File: src/rtl/dwt53_pkg.sv
// Shared types for the 5/3 lifting engine.
// Assumes: none beyond IEEE 1800-2017.
package dwt53_pkg;

    // Which half of a lifting level is applied in a step
    typedef enum logic {
        PH_PREDICT = 1'b0,
        PH_UPDATE  = 1'b1
    } phase_e;

    // Sequencer state
    typedef enum logic {
        ST_IDLE = 1'b0,
        ST_RUN  = 1'b1
    } seq_state_e;

endpackage

File: src/rtl/dwt53_lift.sv
// Combinational lifting half-step on the whole in-place array.
// For every element and every level a candidate is built at elaboration
// time with fixed neighbour indices (symmetric mirroring at edges); the
// runtime level and phase pick which candidates are applied.
// Assumes N is a power of two, N >= 4, and LEVELS = log2(N).
module dwt53_lift
    import dwt53_pkg::*;
#(
    parameter int N      = 8,
    parameter int LEVELS = 3,
    parameter int CW     = 15,
    parameter int LW     = 2
) (
    input  logic signed [CW-1:0] cur [N],
    input  logic [LW-1:0]        level,
    input  phase_e               phase,
    input  logic                 inv,
    output logic signed [CW-1:0] nxt [N],
    output logic                 ovf
);
    localparam int EW = CW + 3;

    logic signed [EW-1:0] cand [N][LEVELS];
    logic [LEVELS-1:0]    hit  [N];

    genvar gi, gl;
    generate
        for (gi = 0; gi < N; gi++) begin : g_elem
            for (gl = 0; gl < LEVELS; gl++) begin : g_lvl
                localparam int S = 1 << gl;
                localparam int L = N >> gl;
                if ((gi % S) != 0) begin : g_off
                    assign cand[gi][gl] = '0;
                    assign hit[gi][gl]  = 1'b0;
                end else if (((gi / S) % 2) == 1) begin : g_odd
                    localparam int J  = gi / S;
                    localparam int IL = gi - S;
                    localparam int IR = (J + 1 < L) ? gi + S : gi - S;
                    logic signed [EW-1:0] avg;
                    // Predict term: floor of the mean of the even neighbours
                    assign avg = (EW'(cur[IL]) + EW'(cur[IR])) >>> 1;
                    assign cand[gi][gl] = inv ? EW'(cur[gi]) + avg
                                              : EW'(cur[gi]) - avg;
                    assign hit[gi][gl] = (level == LW'(gl)) && (phase == PH_PREDICT);
                end else begin : g_even
                    localparam int J  = gi / S;
                    localparam int IL = (J > 0) ? gi - S : gi + S;
                    localparam int IR = gi + S;
                    logic signed [EW-1:0] upd;
                    // Update term: rounded quarter of the detail neighbours
                    assign upd = (EW'(cur[IL]) + EW'(cur[IR]) + EW'(2)) >>> 2;
                    assign cand[gi][gl] = inv ? EW'(cur[gi]) - upd
                                              : EW'(cur[gi]) + upd;
                    assign hit[gi][gl] = (level == LW'(gl)) && (phase == PH_UPDATE);
                end
            end
        end
    endgenerate

    // Select the active candidate per element and flag range overflow
    always_comb begin
        ovf = 1'b0;
        for (int i = 0; i < N; i++) begin
            nxt[i] = cur[i];
            for (int l = 0; l < LEVELS; l++) begin
                if (hit[i][l]) begin
                    nxt[i] = cand[i][l][CW-1:0];
                    if (cand[i][l] != EW'(signed'(cand[i][l][CW-1:0]))) begin
                        ovf = 1'b1;
                    end
                end
            end
        end
    end

endmodule

File: src/rtl/dwt53_seq.sv
// Step sequencer: one lifting half-step per cycle, 2*LEVELS steps.
// Forward order: level 0 predict, update, level 1 predict, update, ...
// Inverse order: coarsest level first, update before predict.
// Assumes start is ignored while a run is in progress.
module dwt53_seq
    import dwt53_pkg::*;
#(
    parameter int LEVELS = 3,
    parameter int LW     = 2
) (
    input  logic          clk,
    input  logic          rst_n,
    input  logic          start,
    input  logic          inverse,
    output logic          load,
    output logic          busy,
    output logic [LW-1:0] level,
    output phase_e        phase,
    output logic          inv_run,
    output logic          done
);
    localparam int STEPS = 2 * LEVELS;
    localparam int SW    = $clog2(STEPS);
    localparam logic [SW-1:0] LAST = SW'(STEPS - 1);

    seq_state_e    state;
    logic [SW-1:0] step;
    logic [SW-1:0] half;

    assign load = (state == ST_IDLE) && start;
    assign busy = (state == ST_RUN);
    assign half = step >> 1;

    // Map step number to level and phase for the latched direction
    always_comb begin
        if (inv_run) begin
            level = LW'(LEVELS - 1) - LW'(half);
            phase = step[0] ? PH_PREDICT : PH_UPDATE;
        end else begin
            level = LW'(half);
            phase = step[0] ? PH_UPDATE : PH_PREDICT;
        end
    end

    // State, step counter, latched direction and done pulse
    always_ff @(posedge clk) begin
        if (!rst_n) begin
            state   <= ST_IDLE;
            step    <= '0;
            inv_run <= 1'b0;
            done    <= 1'b0;
        end else begin
            done <= 1'b0;
            if (load) begin
                state   <= ST_RUN;
                step    <= '0;
                inv_run <= inverse;
            end else if (busy) begin
                if (step == LAST) begin
                    state <= ST_IDLE;
                    done  <= 1'b1;
                end else begin
                    step <= step + SW'(1);
                end
            end
        end
    end

endmodule

File: src/rtl/dwt53_top.sv
// Eight-point multi-level reversible 5/3 lifting transform, in place.
// Loads din on an accepted start, runs 2*LEVELS half-steps, pulses done
// and holds the array on dout until the next accepted start.
// Assumes forward inputs lie in the signed DATA_W range.
module dwt53_top
    import dwt53_pkg::*;
#(
    parameter int N      = 8,
    parameter int DATA_W = 12,
    parameter int GUARD  = 3,
    parameter int COEF_W = DATA_W + GUARD
) (
    input  logic                clk,
    input  logic                rst_n,
    input  logic                start,
    input  logic                inverse,
    input  logic [N*COEF_W-1:0] din,
    output logic                done,
    output logic [N*COEF_W-1:0] dout
);
    localparam int LEVELS = $clog2(N);
    localparam int LW     = (LEVELS > 1) ? $clog2(LEVELS) : 1;

    logic signed [COEF_W-1:0] arr [N];
    logic signed [COEF_W-1:0] arr_nxt [N];
    logic          load;
    logic          busy;
    logic [LW-1:0] level;
    phase_e        phase;
    logic          inv_run;
    logic          ovf;

    dwt53_seq #(.LEVELS(LEVELS), .LW(LW)) i_seq (
        .clk     (clk),
        .rst_n   (rst_n),
        .start   (start),
        .inverse (inverse),
        .load    (load),
        .busy    (busy),
        .level   (level),
        .phase   (phase),
        .inv_run (inv_run),
        .done    (done)
    );

    dwt53_lift #(.N(N), .LEVELS(LEVELS), .CW(COEF_W), .LW(LW)) i_lift (
        .cur   (arr),
        .level (level),
        .phase (phase),
        .inv   (inv_run),
        .nxt   (arr_nxt),
        .ovf   (ovf)
    );

    // Working array: load on accepted start, lift in place while busy
    always_ff @(posedge clk) begin
        if (!rst_n) begin
            for (int i = 0; i < N; i++) arr[i] <= '0;
        end else if (load) begin
            for (int i = 0; i < N; i++) arr[i] <= din[i*COEF_W +: COEF_W];
        end else if (busy) begin
            for (int i = 0; i < N; i++) arr[i] <= arr_nxt[i];
        end
    end

    // Pack the array onto the output bus
    always_comb begin
        for (int i = 0; i < N; i++) dout[i*COEF_W +: COEF_W] = arr[i];
    end

endmodule

File: config.mk
export PLATFORM = sky130hd
export DESIGN_NAME = dwt53_top
export DESIGN_NICKNAME = d
export VERILOG_FILES = /design/src/rtl/dwt53_pkg.sv /design/src/rtl/dwt53_lift.sv /design/src/rtl/dwt53_seq.sv /design/src/rtl/dwt53_top.sv
export SDC_FILE = /design/constraint.sdc
export NUM_CORES = 1
export LEC_CHECK = 0
export BUFFER_PORTS_ARGS = -buffer_cell sky130_fd_sc_hd__buf_2
export CORE_MARGIN = 4
export CORE_UTILIZATION = 31
export DETAILED_ROUTE_END_ITERATION = 10
export GPL_TIMING_DRIVEN = 0
export PLACE_DENSITY = 0.47
export SKIP_LAST_GASP = 1
export SYNTH_ARGS = -nofsm -noshare
export SYNTH_HDL_FRONTEND = slang
export SYNTH_SLANG_ARGS = --single-unit
File: constraint.sdc
create_clock -name clk -period 19 [get_ports clk]
set_clock_uncertainty 0.1 [all_clocks]
set_input_delay 5.7 -clock clk [delete_from_list [all_inputs] [get_ports clk]]
set_output_delay 5.7 -clock clk [all_outputs]
set_load 0.005 [all_outputs]
After elaboration in Yosys (flattened, before gate mapping)
Cells that the tools add are included.
Widths: inputs -> output; s select.

word-level totals
  output and inout bits = 121
  input port bits = 124
  bits in registers = 126

cells by class
  reductions and logical operators = 20
  add/subtract/negate cells = 50
  eq/ne operators = 3
  multiplexer cells = 38
  bitwise operators = 4

operators by type and width
  operator               count
  $mux 15                28
  $mux 120               2
  $add 15x15->15         14
  $sub 15x15->15         14
  $add 15x15->16         13
  $add 17x3->17 const B  6
  $add 16x3->17 const B  1
  $reduce_and 2->1       5
  $reduce_bool 4->1      2
  $logic_and 1x1->1      7
  $mux 1                 7
  $not 1->1              4
  $reduce_bool 2->1      2
  $add 3x1->3 const B    1
  $eq 3x3->1 const B     1
  $reduce_bool 3->1      1
  $reduce_or 3->1        1
  $eq 2x1->1 const B     1
  $eq 2x2->1 const B     1
  $logic_not 2->1        1
  $mux 2                 1
  $reduce_or 2->1        1
  $sub 2x2->2 const A    1

Logic depth before layout (Yosys ltp)
Gate-level depths: netlist of run 1.

  depth after elaboration = 9
  gate-level depth with buffers = 30
  mapped depth without buffers = 29

By module
From an unflattened synthesis of run 1, not the netlist that was laid out.

second synthesis, totals
  cell total of the unflattened synthesis = 3812
  area total of the unflattened synthesis = 29255.6 um^2

modules (own cells, without submodules)
  module      cells an instance  area each (um^2)  instances
  dwt53_lift  3252               22900.7           1
  dwt53_top   532                6059.6            1
  dwt53_seq   28                 295.3             1

Least setup slack after synthesis of run 1
OpenSTA, ideal clock, no wires.

  path type = in2reg
  start = input port start
  end = register arr, in the netlist dout[104]
  setup time = 0.082 ns
  setup slack = 11.759 ns
  cell stages on the path = 7
  data arrival time = 7.058 ns
  required time = 18.818 ns
  cells stage by stage = nor2b_1 -> clkbuf_1 -> a21oi_1 -> a21oi_1 -> nand3_1 -> or4_1 -> o221ai_1

on the way
  word-level cells in the longest chain between the ends = 3
  elaborated cells between the ends (all ways) = 5
  classes of those cells = mux (1); reduce/logical (4)

RTL lines
  element                                                                         line             text
  start, declared                                                                 dwt53_top.sv:15  input logic start,
  $logic_and 1x1->1 (*)                                                           dwt53_seq.sv:30  assign load = (state == ST_IDLE) && start;
  $reduce_bool 3->1 (no source line) / $reduce_bool 2->1 (equally long branches)  --
  $reduce_and 2->1 (no source line)                                               --
  end, declared                                                                   dwt53_top.sv:24  logic signed [COEF_W-1:0] arr [N];

Every way passes the cells marked *; elsewhere a longest branch is shown, timed or not.
A chain may end at the register's enable or synchronous reset.

Worst setup path after layout of run 1
  start = register i_seq.inv_run
  end = register arr, in the netlist dout[104]

on the way
  word-level cells in the longest chain between the ends = 6
  elaborated cells between the ends (all ways) = 15
  classes of those cells = eq/ne (1); mux (8); bitwise (1); reduce/logical (5)

RTL lines
  element                                         line              text
  start, declared                                 dwt53_seq.sv:19   output logic inv_run,
  start signal, assigned                          dwt53_seq.sv:57   inv_run <= inverse;
  $mux 2 / $mux 1 (equally long branches)         dwt53_seq.sv:36   if (inv_run) begin
  $eq 2x1->1 / $not 1->1 (equally long branches)  dwt53_lift.sv:44  assign hit[gi][gl] = (level == LW'(gl)) && (phase == PH_PREDICT);
  $logic_and 1x1->1                               dwt53_lift.sv:44
  $mux 15                                         dwt53_lift.sv:66  if (hit[i][l]) begin
  $mux 120                                        dwt53_top.sv:61   end else if (busy) begin
  $mux 120                                        dwt53_top.sv:59   end else if (load) begin

Parallel ways exist; a longest one is shown, timed or not. The select of a mux whose other input is x is not followed.

==> summary.md, run 1 <==
| Metric | Value |
|---|---|
| Sequential element share of the synthesized area | `0.103` |
| Max-cap violations | `0` |
| GRT overflow | `0` |
| CTS sink count | `about 130` |
| Worst slew pin tran | `roughly 1.4 ns` |
| Final setup TNS | `0 ns` |
| Delay-heaviest family, CP | `buffers and inverters` |
| Switching Fraction | `0.576` |
| Yosys cell types | `approximately 100` |
| DR WL/cell | `26.3 um` |
| DRC | `0` |
| Worst setup EP type | `flop` |
| CTS tree | `done` |
| Post-synthesis cell count | `3476` |
| Arrival time at the worst endpoint | `~11 ns` |
| RSZ-0062 raised after global routing | `no` |
| Filler cell count in the final layout | `~8.6k` |
| Tot Pwr | `4.78 mW` |
| Buf/Inv on CP | `9` |
| Synth warn | `0` |
| DP HPWL | `a little over 100000 um` |
| Number of flops mapped to enable cells by yosys | `0` |
| Post-synthesis compound-gate area fraction | `0.277` |
| Clock power share | `0.073` |
| Max Freq | `about 95 MHz` |
| Combinational power share | `0.805` |
| Layout Nets | `around 4.1k` |
| Inserted Clock Buffers | `17` |
| Core area | `a little under 0.08 mm^2` |
| Cell Rows | `between 100 and 150` |
| Simple-gate portion of the synthesized area | `0.259` |
| Worst-path clk slew | `~0.08 ns` |
| Psw | `about 2.8 mW` |
| Status | `completed` |
| Post-synthesis adder-cell area fraction | `0.142` |
| Io pins | `~250` |
| Crit share post-route | `0.554` |
| Initial DRC count | `between 2k and 2.5k` |
| Yosys reg bits | `approximately 130` |
| Part of the power in registers | `0.121` |
| H-tree levels | `4` |
| Critical path's slowest cell | `buf_1` |
| Die Ht | `slightly below 300 um` |
| Worst path most repeated cell | `clkbuf_1` |
| Vias post-DR | `roughly 28k` |
| Initial antenna violation count | `3` |
| FF/Latch Area | `about 0.0025 mm^2` |
| Vias per cell | `about 6` |
| Int Pwr | `2.03 mW` |
| XOR/XNOR Fraction of Synth Area | `0.156` |
| First-pass GRT wire length | `179000 um` |
| Pre-CTS WS | `8.84 ns` |
| Worst VDD drop | `~0.076 mV` |
| Largest net degree at the start of global routing | `18` |
| Synthesized area | `around 0.024 mm^2` |
| Post-synthesis mux area share | `0.0141` |
| Cell area after placement | `~0.027 mm^2` |
| Max Fanout on Critical Path | `10` |
| RD Place Congestion | `roughly 1.0` |
| Routed WL | `126000 um` |
| Vias in the first global route | `around 27k` |
| Power per cell area | `around 170 mW/mm^2` |
| CTS root buffer | `clkbuf_16` |
| Post-Syn Nets | `a little under 4k` |
| Crit path largest cell delay | `between 1 and 1.5 ns` |
| Top_reg_cell synth | `dfxtp_1` |
| ANT nets after route | `0` |
| Port Buffers | `243` |
| Die X | `approximately 290 um` |
| Area Overhead vs Synth | `12.7%` |
| Hold_ws | `around 0.51 ns` |
| Final hold vios | `0` |
| First-pass detailed-route iteration total | `7` |
| Ys async rst share | `0` |
| Critical Path RT | `approximately 19 ns` |
| CP Class | `flop to flop` |
| CP startpoint kind | `flop` |
| Total GRT Usage | `0.294` |
| CTS Hold Bufs | `0` |
| Final Cell Area | `about 0.027 mm^2` |
| Die ar. | `0.0832 mm^2` |
| Worst min path class | `flop to flop` |
| Pleak | `11.4 nW` |
| Final critical-path required period | `10.53 ns` |
| Postcts setup bufs | `0` |
| Bufs on Longest Clock Path | `2` |
| Resized cells post-CTS | `0` |
| Max Slew Vio Count | `0` |
| Clk Latency, worst-skew pair | `a little over 0.5 ns` |
| Setup WS post-layout | `8.47 ns` |
| Largest family of logic cells by synthesized area | `compound AO/OA/AOI/OAI gates` |
| Max_slew headroom | `0.0881` |
| Syn Area/Cell | `approximately 7.0 um^2` |
| Initial Utilization | `0.314` |
| Multi-input logic area | `between 0.02 and 0.025 mm^2` |
| Proportion of layout cells with a drive suffix above 1 | `0.0925` |
| Final setup viols | `0` |
layer usage:
layer | GRT usage | wire, um | up-vias
li1 | - | - | 13300
met1 | 0.379 | 54100 | 13500
met2 | 0.472 | 55800 | 998
met3 | 0.0457 | 8580 | 217
met4 | 0.155 | 7480 | 0
met5 | 0 | 0 | -
logic make-up (layout without fill, tap and decap cells):
kind of cell | count (synthesis) | count (layout)
AOI/OAI and AO/OA | 997 | 997
xor gates and xnor gates | 430 | 430
adders and majority gates | 268 | 268
buffers and inverters | 310 | 585
DFF | 126 | 126
muxes | 30 | 30
other | 0 | 1
and+or+nand+nor | 1315 | 1315
synth_stat cells (41+ instances only):
library cell	number	area (um^2)
a211oi_1	42	315
xnor2_1	293	2570
nand2_1	361	1360
or3_1	43	269
dfxtp_1	126	2520
and3_1	41	257
xor2_1	135	1180
ha_1	252	3150
inv_1	144	541
clkbuf_1	132	495
nor2_1	376	1410
o21bai_1	61	458
a21oi_1	286	1430
nand3_1	111	556
a21o_1	59	443
a31oi_1	56	350
o21ai_0	145	726
nor3_1	112	561
a311oi_1	74	648
layout make-up:
class	instances	area share
antenna	1	0.0000911
buffer	165	0.0235
clock buffer	18	0.0156
clock inverter	14	0.00496
inverter	145	0.0198
multi-input combinational	3040	0.753
sequential	126	0.0918
tap	1040	0.0474
timing repair buffer	243	0.0443
metrics by stage:
step / util / std cells
5_1_grt: 0.353 / 4791
6_report: 0.353 / 4792
4_1_cts: 0.353 / 4791
2_1_floorplan: - / 3476
3_5_place_dp: 0.346 / 4759
3_3_place_gp: 0.346 / 4759
sequential cells by signal, summed over array words and instances, names as in the netlist:
| register | flops |
|---|---|
| dout | 120 |
| i_seq.busy | 1 |
| i_seq.done | 1 |
| i_seq.step | 3 |
| i_seq.inv_run | 1 |
power by group through the flow:
stage / sequential [mW] / combinational (mW) / clock (mW)
final: 0.580 / 3.85 / 0.350
after global routing: 0.577 / 4.22 / 0.360
after CTS: 0.575 / 3.78 / 0.355
after detailed placement: 0.581 / 3.75 / 0
after global placement: 0.582 / 3.76 / 0
after floorplan: 0.417 / 2.81 / 0
cells in the final DEF, fill, tap and decap left out, drive strengths merged, types with 39 or more instances in the layout:
master / n
o21bai: 61
nor2: 376
nand3: 111
nand2: 361
inv: 149
a21o: 59
clkbuf: 151
xor2: 135
a311oi: 74
a31oi: 56
dfxtp: 126
and3: 41
o21ai: 147
nor4: 39
a21oi: 286
and2: 44
xnor2: 293
or3: 43
buf: 275
a211oi: 43
nor3: 114
ha: 252
path summary, 6_finish.rpt:
path / from / end / slack [ns] / depth (start not counted)
worst max register to register: i_seq.inv_run / dout[104] / 8.47 / 26
worst min register to register: dout[116] / dout[116] / 0.51 / 2
worst min-delay path: dout[116] / dout[116] / 0.51 / 2
worst max-delay path: i_seq.inv_run / dout[104] / 8.47 / 26
worst register-to-register path, cell delays in order, from the launching register on:
cell and delay [ns]:
dfxtp_1 0.31, clkbuf_1 0.44, clkbuf_1 0.56, clkbuf_1 0.66, buf_1 0.70, clkbuf_1 0.64
clkbuf_1 0.58, clkbuf_1 0.87, buf_1 0.71, buf_1 1.07, mux2i_1 0.53, o21ai_0 0.25
fa_1 0.48, a21o_1 0.18, a21oi_1 0.22, o21bai_1 0.11, a21oi_1 0.23, o21bai_1 0.11
a21oi_1 0.23, o21bai_1 0.10, a21oi_1 0.23, o21ai_0 0.18, a21o_1 0.21, a21oi_1 0.16
xor2_1 0.11, or4_1 0.43, o221ai_1 0.08
(Power assumes the default switching activity.)
==> inputs of run 2 (changes only) <==
--- a/config.mk
+++ b/config.mk
@@ -5,12 +5,13 @@
 export SDC_FILE = /design/constraint.sdc
 export NUM_CORES = 1
 export LEC_CHECK = 0
+export ABC_AREA = 1
 export BUFFER_PORTS_ARGS = -buffer_cell sky130_fd_sc_hd__buf_2
 export CORE_MARGIN = 4
 export CORE_UTILIZATION = 31
 export DETAILED_ROUTE_END_ITERATION = 10
 export GPL_TIMING_DRIVEN = 0
-export PLACE_DENSITY = 0.47
+export PLACE_DENSITY = 0.49
 export SKIP_LAST_GASP = 1
 export SYNTH_ARGS = -nofsm -noshare
 export SYNTH_HDL_FRONTEND = slang
==> constraint.sdc (replaced) <==
create_clock -name clk -period 9 [get_ports clk]
set_clock_uncertainty 0.1 [all_clocks]
set_input_delay 2.7 -clock clk [delete_from_list [all_inputs] [get_ports clk]]
set_output_delay 2.7 -clock clk [all_outputs]
set_load 0.005 [all_outputs]
==> summary.md, run 2 <==
| Metric | Value |
|---|---|
| Worst path most repeated cell | `nand2_1` |
| Inserted Clock Buffers | `17` |
| Vias in the first global route | `27.4k` |
| Max Fanout on Critical Path | `10` |
| Vias post-DR | `roughly 30k` |
| CTS root buffer | `clkbuf_16` |
| Postcts setup bufs | `0` |
| Delay-heaviest family, CP | `buffers and inverters` |
| Pleak | `~15 nW` |
| Synth warn | `0` |
| Max-cap violations | `1` |
| RSZ-0062 raised after global routing | `no` |
| Crit path largest cell delay | `0.73 ns` |
| RD Place Congestion | `around 1.0` |
| Initial DRC count | `between 2k and 2.5k` |
| Largest net degree at the start of global routing | `17` |
| H-tree levels | `4` |
| Die X | `between 200 and 300 um` |
| Final critical-path required period | `a little over 8 ns` |
| Initial antenna violation count | `4` |
| Max Freq | `approximately 120 MHz` |
| CTS sink count | `~130` |
| Worst-path clk slew | `around 0.07 ns` |
| Number of flops mapped to enable cells by yosys | `0` |
| Failing checks | `max-capacitance violations, max-slew violations` |
| Critical path's slowest cell | `buf_1` |
| Synth top area share | `0.186` |
| Post-synthesis cell count | `around 4.2k` |
| Multi-input logic area | `0.0193 mm^2` |
| DR WL/cell | `22.2 um` |
| Routed WL | `approximately 120000 um` |
| Total GRT Usage | `0.289` |
| Power per cell area | `447 mW/mm^2` |
| ANT nets after route | `0` |
| First-pass GRT wire length | `176000 um` |
| Dominant cell type by area after synthesis | `nand2_1` |
| Post-route insts no fill | `5557` |
| First-pass detailed-route iteration total | `6` |
| Most frequent cells in the layout | `nand2_1 (1202), inv_1 (508), a21oi_1 (409)` |
| Largest register FFs | `120` |
| CP startpoint kind | `flop` |
| CTS tree | `done` |
| Sequential element share of the synthesized area | `0.104` |
| Worst min path class | `flop to flop` |
| Cell Rows | `between 100 and 150` |
| Proportion of layout cells with a drive suffix above 1 | `0.0839` |
| Die Ht | `about 290 um` |
| Synth top cells by count | `nand2_1 (1202), inv_1 (508), a21oi_1 (409)` |
| Placed cells | `roughly 5.5k` |
| Bufs on Longest Clock Path | `2` |
| Max_slew headroom | `-0.0136` |
| Top-count cell post-synth | `nand2_1` |
| Synthesized area | `approximately 0.024 mm^2` |
| Yosys cell types | `between 50 and 60` |
| Filler cell count in the final layout | `9028` |
| Area Overhead vs Synth | `12.9%` |
| FF/Latch Area | `roughly 0.0025 mm^2` |
| Clk Latency, worst-skew pair | `about 0.5 ns` |
| DRC | `0` |
| Port Buffers | `244` |
| Die ar. | `0.0829 mm^2` |
| Layout Nets | `between 4k and 5k` |
| Commonest non-fill, non-tap cell in the layout | `nand2_1` |
| Critical Path RT | `about 9.3 ns` |
| Initial Utilization | `0.313` |
| Post-Syn Nets | `4631` |
| GRT overflow | `0` |
| Yosys reg bits | `between 100 and 150` |
| Io pins | `roughly 250` |
| Top_reg_cell synth | `dfxtp_1` |
| Arrival time at the worst endpoint | `roughly 8.4 ns` |
| Core area | `between 0.07 and 0.08 mm^2` |
| Vias per cell | `around 5.3` |
| Syn Area/Cell | `approximately 5.7 um^2` |
| Final hold vios | `0` |
| CTS Hold Bufs | `0` |
| Final setup TNS | `0 ns` |
| Synth area leaders | `nand2_1 (19%), ha_1 (13%), dfxtp_1 (10%)` |
| Buf/Inv on CP | `10` |
| Worst setup EP type | `flop` |
| Resized cells post-CTS | `0` |
| Ys async rst share | `0` |
| Max Slew Vio Count | `11` |
| Status | `finished with violations` |
| Worst slew pin tran | `between 1.5 and 2 ns` |
| CP Class | `flop to flop` |
| Crit share post-route | `0.895` |
| DP HPWL | `a little over 100000 um` |
| Final setup viols | `0` |
| Worst VDD drop | `between 0.2 and 0.25 mV` |
## run 2: cell types whose count changed in the layout (fill, tap and decap cells not counted), sizes merged, moves of 115 or more
cell | before | now
xnor2 | 293 | 73
nand2 | 361 | 1221
o21ai | 147 | 262
nand3 | 111 | 331
inv | 149 | 526
a21oi | 286 | 409
## run 2: worst min-delay path, cell delays in order, from the launching register on
cell and delay (ns):
dfxtp_1 0.37, nand2_1 0.09, a21oi_1 0.06
## run 2: final timing paths
kind,startpoint,to,slack (ns),cells past startpoint
worst max register to register,i_seq.inv_run,dout[74],0.95,30
worst min register to register,i_seq.step[0],i_seq.step[0],0.46,2
worst min-delay path,i_seq.step[0],i_seq.step[0],0.46,2
worst max-delay path,i_seq.inv_run,dout[74],0.95,30
## run 2: metal layers
layer | part of all wire | wire length, um | vias to the layer above | track usage
li1 | - | - | 14600 | -
met2 | 0.46 | 56500 | 998 | 0.487
met3 | 0.065 | 8040 | 191 | 0.0356
met1 | 0.43 | 52800 | 13700 | 0.369
met4 | 0.051 | 6270 | 0 | 0.130
met5 | 0 | 0 | - | 0
## run 2: metrics by stage
step           total power [mW]   util  hold WS [ns]  cell area (um^2)  setup slack [ns]
2_1_floorplan              8.25      -         0.362             24300              3.84
3_3_place_gp               11.3  0.346         0.435             26800              1.15
3_5_place_dp               11.3  0.346         0.431             26800              1.11
4_1_cts                    12.1  0.353         0.443             27400              1.07
5_1_grt                    13.5  0.353         0.491             27400             0.506
6_report                   12.3  0.353         0.458             27400             0.946
## run 2: kinds of logic after synthesis
group                    share of synthesized area
XOR/XNOR                                    0.0884
buffers and inverters                        0.101
flip-flops                                   0.104
adder cells (fa/ha/maj)                      0.143
AO/OA/AOI/OAI                                0.192
multiplexers                               0.00247
AND/OR/NAND/NOR                              0.369
## run 2: final cells by class
cell class                      count  area share
Inverter                          519      0.0710
Clock buffer                       17      0.0155
Sequential cell                   126      0.0920
Buffer                            110      0.0185
Timing Repair Buffer              244      0.0445
Tap cell                         1040      0.0475
Antenna cell                        2    0.000183
Multi-Input combinational cell   3484       0.704
Clock inverter                     15     0.00639
## run 2: where the power goes
group / leakage (nW) / total (mW) / internal (mW) / switching [mW]
clock network: 0.292 / 0.773 / 0.417 / 0.356
registers: 1.04 / 1.42 / 0.726 / 0.693
logic: 13.2 / 10.1 / 3.46 / 6.60
total: 14.5 / 12.3 / 4.61 / 7.64
